$ cat src/rtl/edp_pkg.sv
package edp_pkg;

    // status word bit positions
    localparam int ST_UNC_BIT    = 0;
    localparam int ST_DONE_BIT   = 15;
    localparam int ST_ERASED_BIT = 16;

    // configuration word layout
    localparam int CFG_STR_W   = 5;
    localparam int CFG_THR_LSB = 16;
    localparam int CFG_THR_W   = 16;
    localparam int WORD_W      = 32;

    typedef struct packed {
        logic any_unc;
        logic sec_done;
        logic data_done;
        logic decided;
    } trk_state_t;

    typedef struct packed {
        logic [CFG_STR_W-1:0] strength;
        logic [CFG_THR_W-1:0] threshold;
    } cfg_state_t;

endpackage

$ cat src/rtl/edp_zero_count.sv
module edp_zero_count #(
    parameter int DATA_W = 8,
    parameter int CNT_W  = 16
) (
    input  logic             clk,
    input  logic             rst_n,
    input  logic             page_start_i,
    input  logic             valid_i,
    input  logic [DATA_W-1:0] data_i,
    output logic [CNT_W-1:0] cnt_next_o,
    output logic [CNT_W-1:0] cnt_o
);
    localparam int ZW = $clog2(DATA_W + 1);
    localparam logic [CNT_W-1:0] CNT_MAX = {CNT_W{1'b1}};

    logic [DATA_W-1:0] zero_bit;
    logic [ZW-1:0]     zeros;
    logic [CNT_W:0]    sum;
    logic [CNT_W-1:0]  base;
    logic [CNT_W-1:0]  cnt_d, cnt_q;

    // one inverter per lane
    genvar g;
    generate
        for (g = 0; g < DATA_W; g++) begin : g_lane
            assign zero_bit[g] = ~data_i[g];
        end
    endgenerate

    always_comb begin
        zeros = '0;
        for (int i = 0; i < DATA_W; i++) begin
            zeros = zeros + ZW'(zero_bit[i]);
        end
    end

    // next-state process
    always_comb begin
        base  = page_start_i ? '0 : cnt_q;
        sum   = {1'b0, base} + (CNT_W + 1)'(valid_i ? zeros : '0);
        cnt_d = sum[CNT_W] ? CNT_MAX : sum[CNT_W-1:0];
    end

    always_ff @(posedge clk or negedge rst_n) begin
        if (!rst_n) cnt_q <= '0;
        else        cnt_q <= cnt_d;
    end

    assign cnt_next_o = cnt_d;
    assign cnt_o      = cnt_q;

    // a saturated counter stays saturated until the next page
    assert_cnt_saturate_R7: assert property (@(posedge clk) disable iff (!rst_n)
        (cnt_q == CNT_MAX && !page_start_i) |=> cnt_q == CNT_MAX);

    // without a page restart the count never shrinks
    assert_cnt_monotonic_R1: assert property (@(posedge clk) disable iff (!rst_n)
        !page_start_i |=> cnt_q >= $past(cnt_q));

endmodule

$ cat src/rtl/edp_sector_track.sv
module edp_sector_track
    import edp_pkg::*;
(
    input  logic clk,
    input  logic rst_n,
    input  logic page_start_i,
    input  logic data_valid_i,
    input  logic data_last_i,
    input  logic sec_valid_i,
    input  logic sec_uncorr_i,
    input  logic sec_last_i,
    output logic decide_o,
    output logic any_unc_o
);
    trk_state_t st_d, st_q;
    trk_state_t base;

    always_comb begin
        base = st_q;
        if (page_start_i) base = '0;
        st_d = base;
        if (sec_valid_i) begin
            st_d.any_unc = base.any_unc | sec_uncorr_i;
            if (sec_last_i) st_d.sec_done = 1'b1;
        end
        if (data_valid_i && data_last_i) st_d.data_done = 1'b1;
        decide_o  = st_d.sec_done && st_d.data_done && !base.decided;
        if (decide_o) st_d.decided = 1'b1;
        any_unc_o = st_d.any_unc;
    end

    always_ff @(posedge clk or negedge rst_n) begin
        if (!rst_n) st_q <= '0;
        else        st_q <= st_d;
    end

    // one verdict per page
    assert_single_decide_R8: assert property (@(posedge clk) disable iff (!rst_n)
        decide_o |=> (!decide_o || page_start_i));

    // no verdict before both streams have finished
    assert_decide_needs_both_R8: assert property (@(posedge clk) disable iff (!rst_n)
        decide_o |=> (st_q.sec_done && st_q.data_done));

endmodule

$ cat src/rtl/edp_cfg_regs.sv
module edp_cfg_regs
    import edp_pkg::*;
(
    input  logic                 clk,
    input  logic                 rst_n,
    input  logic                 we_i,
    input  logic [WORD_W-1:0]    wdata_i,
    output logic [WORD_W-1:0]    rdata_o,
    output logic [CFG_STR_W-1:0] strength_o,
    output logic [CFG_THR_W-1:0] threshold_o
);
    cfg_state_t cfg_d, cfg_q;

    always_comb begin
        cfg_d = cfg_q;
        if (we_i) begin
            cfg_d.strength  = wdata_i[CFG_STR_W-1:0];
            cfg_d.threshold = wdata_i[CFG_THR_LSB +: CFG_THR_W];
        end
    end

    always_ff @(posedge clk or negedge rst_n) begin
        if (!rst_n) cfg_q <= '0;
        else        cfg_q <= cfg_d;
    end

    always_comb begin
        rdata_o = '0;
        rdata_o[CFG_STR_W-1:0]              = cfg_q.strength;
        rdata_o[CFG_THR_LSB +: CFG_THR_W]   = cfg_q.threshold;
    end

    assign strength_o  = cfg_q.strength;
    assign threshold_o = cfg_q.threshold;

    // without a write the word holds
    assert_cfg_hold_R5: assert property (@(posedge clk) disable iff (!rst_n)
        !we_i |=> $stable(rdata_o));

endmodule

$ cat src/rtl/erased_page_detect.sv
module erased_page_detect
    import edp_pkg::*;
#(
    parameter int DATA_W = 8,
    parameter int CNT_W  = 16
) (
    input  logic              clk,
    input  logic              rst_n,
    input  logic              cfg_we,
    input  logic [WORD_W-1:0] cfg_wdata,
    output logic [WORD_W-1:0] cfg_rdata,
    input  logic              sts_clr_we,
    input  logic [WORD_W-1:0] sts_clr_wdata,
    output logic [WORD_W-1:0] irq_status,
    input  logic              page_start,
    input  logic              in_valid,
    input  logic [DATA_W-1:0] in_data,
    input  logic              in_last,
    input  logic              sec_valid,
    input  logic              sec_uncorr,
    input  logic              sec_last,
    output logic              out_valid,
    output logic [DATA_W-1:0] out_data
);
    localparam int CMP_W = (CNT_W > CFG_THR_W) ? CNT_W : CFG_THR_W;

    typedef struct packed {
        logic [WORD_W-1:0] sts;
        logic              ov;
        logic [DATA_W-1:0] od;
    } top_state_t;

    logic [CFG_STR_W-1:0] strength;
    logic [CFG_THR_W-1:0] threshold;
    logic [CNT_W-1:0]     cnt_next, cnt_cur;
    logic                 decide, any_unc, below;
    logic [WORD_W-1:0]    set_mask;
    top_state_t           s_d, s_q;

    edp_cfg_regs u_cfg (
        .clk         (clk),
        .rst_n       (rst_n),
        .we_i        (cfg_we),
        .wdata_i     (cfg_wdata),
        .rdata_o     (cfg_rdata),
        .strength_o  (strength),
        .threshold_o (threshold)
    );

    edp_zero_count #(.DATA_W(DATA_W), .CNT_W(CNT_W)) u_cnt (
        .clk          (clk),
        .rst_n        (rst_n),
        .page_start_i (page_start),
        .valid_i      (in_valid),
        .data_i       (in_data),
        .cnt_next_o   (cnt_next),
        .cnt_o        (cnt_cur)
    );

    edp_sector_track u_trk (
        .clk          (clk),
        .rst_n        (rst_n),
        .page_start_i (page_start),
        .data_valid_i (in_valid),
        .data_last_i  (in_last),
        .sec_valid_i  (sec_valid),
        .sec_uncorr_i (sec_uncorr),
        .sec_last_i   (sec_last),
        .decide_o     (decide),
        .any_unc_o    (any_unc)
    );

    always_comb begin
        below    = CMP_W'(cnt_next) < CMP_W'(threshold);
        set_mask = '0;
        if (decide) begin
            set_mask[ST_DONE_BIT]   = 1'b1;
            set_mask[ST_ERASED_BIT] = any_unc && below;
            set_mask[ST_UNC_BIT]    = any_unc && !below;
        end
        s_d     = s_q;
        if (sts_clr_we) s_d.sts = s_q.sts & ~sts_clr_wdata;
        s_d.sts = s_d.sts | set_mask;
        s_d.ov  = in_valid;
        s_d.od  = in_data;
    end

    always_ff @(posedge clk or negedge rst_n) begin
        if (!rst_n) s_q <= '0;
        else        s_q <= s_d;
    end

    assign irq_status = s_q.sts;
    assign out_valid  = s_q.ov;
    assign out_data   = s_q.od;

    // erased and uncorrectable never appear together for one page
    assert_exclusive_verdict_R2: assert property (@(posedge clk) disable iff (!rst_n)
        $rose(irq_status[ST_ERASED_BIT]) |-> !$rose(irq_status[ST_UNC_BIT]));

    // a zero threshold never yields an erased verdict
    assert_thr_zero_off_R6: assert property (@(posedge clk) disable iff (!rst_n)
        $rose(irq_status[ST_ERASED_BIT]) |-> $past(threshold) != '0);

    // a set bit survives unless cleared
    assert_sticky_erased_R9: assert property (@(posedge clk) disable iff (!rst_n)
        (irq_status[ST_ERASED_BIT] && !(sts_clr_we && sts_clr_wdata[ST_ERASED_BIT]))
        |=> irq_status[ST_ERASED_BIT]);

    assert_sticky_unc_R9: assert property (@(posedge clk) disable iff (!rst_n)
        (irq_status[ST_UNC_BIT] && !(sts_clr_we && sts_clr_wdata[ST_UNC_BIT]))
        |=> irq_status[ST_UNC_BIT]);

    // a verdict bit never appears without page done
    assert_done_with_verdict_R11: assert property (@(posedge clk) disable iff (!rst_n)
        ($rose(irq_status[ST_ERASED_BIT]) || $rose(irq_status[ST_UNC_BIT]))
        |-> irq_status[ST_DONE_BIT]);

    // data passes unchanged one cycle later
    assert_passthrough_R10: assert property (@(posedge clk) disable iff (!rst_n)
        in_valid |=> (out_valid && out_data == $past(in_data)));

endmodule

$ cat config.mk
export PLATFORM = sky130hd
export DESIGN_NAME = erased_page_detect
export DESIGN_NICKNAME = d
export VERILOG_FILES = /design/src/rtl/edp_pkg.sv /design/src/rtl/edp_zero_count.sv /design/src/rtl/edp_sector_track.sv /design/src/rtl/edp_cfg_regs.sv /design/src/rtl/erased_page_detect.sv
export SDC_FILE = /design/constraint.sdc
export NUM_CORES = 1
export LEC_CHECK = 0
export CAP_MARGIN = 20
export CORE_MARGIN = 5
export CORE_UTILIZATION = 43
export DETAILED_ROUTE_END_ITERATION = 10
export PLACE_DENSITY = 0.8
export SETUP_SLACK_MARGIN = 0.3
export SLEW_MARGIN = 5
export SYNTH_ARGS = -nofsm -noshare
export SYNTH_HDL_FRONTEND = slang
export SYNTH_SLANG_ARGS = --single-unit
export TNS_END_PERCENT = 50
$ cat constraint.sdc
create_clock -name clk -period 3.75 [get_ports clk]
set_input_delay 0.375 -clock clk [delete_from_list [all_inputs] [get_ports clk]]
set_output_delay 0.375 -clock clk [all_outputs]
set_load 0.005 [all_outputs]
==> flow_summary.ini <==
[synthesis]
synth_ff_type = dfrtp_1
synthTopCellsByCount = dfrtp_1 (82), nand2_1 (36), inv_1 (31), a21boi_0 (30), o21ai_0 (26)
synth_edf_count = 0
synthCells = 343
ys_ff_latch = 82
muxShareOfSynthArea_pct = 2.03
yosys.area.top_type = dfrtp_1
synthDominantCellAreaShare_pct = 53.8
synth_compound_area_share_pct = 15.5
yosys.area_share.adder_pct = 9.85
synth_xor_xnor_area_share_pct = 2.30
yosysUniqueCellTypes = 46
synthesis.area_sq_mm = 0.00381
async_flop_share_pct = 100
synth.area.top_cells = dfrtp_1 (54%), ha_1 (7.2%), a21boi_0 (5.9%)
yosysMostFrequentCell = dfrtp_1
ys_seq_area_share_pct = 53.8
syn_avg_cell_area_sq_um = 11.1
synth_top_family_by_area = compound AO/OA/AOI/OAI gates
yosysWarnings = 0
synthSimpleGateAreaFrac_pct = 10.1

[route]
wl_per_cell_um = 17.3
drt-initial-drc-count = 134
postRouteAntennaNets = 0
post-route-drc-count = 0
finalWirelength_um = 10900
vias_per_cell = 5.10
firstDrtPassIters = 4
routed-via-count = 3200

[clocking]
cts_root_buf = clkbuf_8
cts_tree = built
cts_buffers = 9
clock_sinks = 82
h-tree-depth = 3
path_clk_slew_ns = 0.09
clock_path_buffers = 2
clk_latency_ns = 0.36

[cells_and_area]
multi_input_area_sq_mm = 0.00182
drive_gt1_share_pct = 22.2
fillCellCount = 661
final_nets = 623
final_core_util_pct = 69.3
area_delta_synth_final_pct = 57.7
seq_area_sq_mm = 0.00205
diodes = 0
final_cell_area_sq_mm = 0.00601

[setup_path]
cpPeakStageDelay_ns = 0.56
startpoint_type = input pin
cp_max_fo = 4
required_ns = 3.99
crit_top_cell = fa_2
cp_slowest_cell = fa_2
path_class = input pin to register
cp.arrival_ns = 5.46
cp_num_buf_inv = 5
crit_family = adder cells
crit_chain = buf_6, buf_6, inv_12, ha_4, fa_1, fa_1, inv_2, fa_2, inv_2, fa_2, nand2_2, fa_2, or2b_4, o2bb2ai_4, nor3_2, mux2i_1, nor2_2, ha_1, nand4_1, or3_4, a2111oi_4, a211oi_2, a41o_1
worstSetupEndpointType = register

[timing]
fmax_ghz = 0.192
setup_violations = 11
hold_viol = 0
clock-skew-final_ns = 0.0113
slew_violations = 0
setup_slack_ns = -1.47
period_share_pct = 139
fin_tns_setup_ns = -3.84
max_slew_margin_pct = 38.4
worst_pin_slew_ns = 0.922
grt_setup_unrepaired = true
min_period_ns = 5.22

[flow_run]
cap_viol_max_count = 0

[grt]
met2_usage_pct = 34.5
use_met3_pct = 5.03
grt_busiest_layer = met2
grt_pass1_wl_um = 17300
grt_start_max_net_pins = 83
antenna_found_initial = 0
overflow = 0
grt_use_total_pct = 19.7
met1_usage_pct = 22.6
grt_pass1_vias = 3477

[status]
violations = setup timing
status = complete, but fails checks

[placement]
place_area_sq_mm = 0.00548
place_hpwl_um = 7590
port_buffers = 132
routabilityCongestion = 0.906

[floorplanning]
core_region_area_sq_mm = 0.00868
start_util_pct = 43.9
die_area_sq_mm = 0.0108
die_y_um = 104
die_x_um = 104
ios = 155
rows = 34

[power]
p_per_area_mw_per_mm2 = 366
p_leak_nw = 2.71
ir_drop_mv = 0.214

[hold_path]
hold_path.class = input pin to register
## cell type report
cell class,instances,area share [%]
Clock inverter,5,1.02
Tap cell,108,2.25
Timing Repair Buffer,170,27.6
Clock buffer,11,2.35
Inverter,32,2.25
Sequential cell,82,34.1
Multi-Input combinational cell,219,30.3
## final timing paths
kind / slack [ns] / to / depth (start not counted) / from
max in group asynchronous: 2.73 / irq_status[18]$_DFFE_PN0P_ / 3 / rst_n
hold / removal: 0.16 / out_data[0]$_DFF_PN0_ / 1 / in_data[0]
setup reg to reg: 0.12 / irq_status[16]$_DFF_PN0_ / 15 / u_cnt.cnt_o[0]$_DFF_PN0_
setup / recovery: -1.47 / irq_status[16]$_DFF_PN0_ / 23 / in_data[1]
min in group asynchronous: 0.42 / u_cfg.threshold_o[15]$_DFFE_PN0P_ / 2 / rst_n
hold reg to reg: 0.51 / irq_status[0]$_DFF_PN0_ / 2 / irq_status[0]$_DFF_PN0_
## per-stage QoR
stage,setup slack (ns),total power (W),cells,hold WS (ns)
after detailed placement,-2.24,0.00148,596,0.495
final,-1.47,0.00220,627,0.157
after global routing,-1.62,0.00231,627,0.160
after global placement,-2.11,0.00145,596,0.484
after CTS,-1.42,0.00219,620,0.147
after floorplan,-1.33,0.00122,353,0.0794
## flip-flops by register name, indices dropped and copies added, names as in the netlist
register,count
u_cfg.strength_o,5
u_cnt.cnt_o,16
out_valid,1
u_cfg.threshold_o,16
u_trk.st_q,4
irq_status,32
out_data,8
## cell families after synthesis
group / count (synthesis)
AO/OA/AOI/OAI: 86
XOR/XNOR: 10
adder cells (fa/ha/maj): 27
buffers and inverters: 52
flip-flops: 82
multiplexers: 7
other: 1
AND/OR/NAND/NOR: 78
## worst reg2reg max path, cell delays in order (launching register included)
cell and delay [ns]:
dfrtp_1 0.32, nor2b_1 0.14, ha_2 0.20, inv_2 0.04, fa_2 0.36, or2b_4 0.27
o2bb2ai_4 0.17, nor3_2 0.19, mux2i_1 0.25, nor2_2 0.07, ha_1 0.32, nand4_1 0.13
or3_4 0.40, a2111oi_4 0.30, a211oi_2 0.13, a41o_1 0.24
## power by group
part / total [W] / internal (W) / switching (W)
logic: 0.000575 / 0.000314 / 0.000261
registers: 0.000960 / 0.000937 / 0.0000227
clock network: 0.000667 / 0.000330 / 0.000337
## placed cells by master, fill, tap and decap left out, types with 5 or more instances in the layout
cell	n
conb_1	11
o21ai_0	17
mux2_2	6
inv_1	25
dfrtp_1	82
buf_6	12
clkdlybuf4s50_1	127
nor2b_1	7
clkbuf_8	10
nor3_2	5
ha_1	17
nand2_1	31
a21boi_0	30
a21oi_1	9
buf_4	26
nor2_1	6
o21ai_1	5
## per-layer routing
layer | wire length, um | share of wire [%]
met5 | 0 | 0
met4 | 318 | 2.9
met3 | 661 | 6.1
met2 | 5640 | 52
met1 | 4240 | 39
## timing repair
| item | 4_1_cts | 5_1_grt |
|---|---|---|
| setup buffers | 8 | 5 |
| pin swaps | 28 | 31 |
| hold endpoints to repair | 0 | 13 |
| resized for setup | 43 | 20 |
| hold buffers | 0 | 1 |
| setup endpoints to repair | 18 | 18 |
No activity file was read; power rests on OpenSTA's default activity.
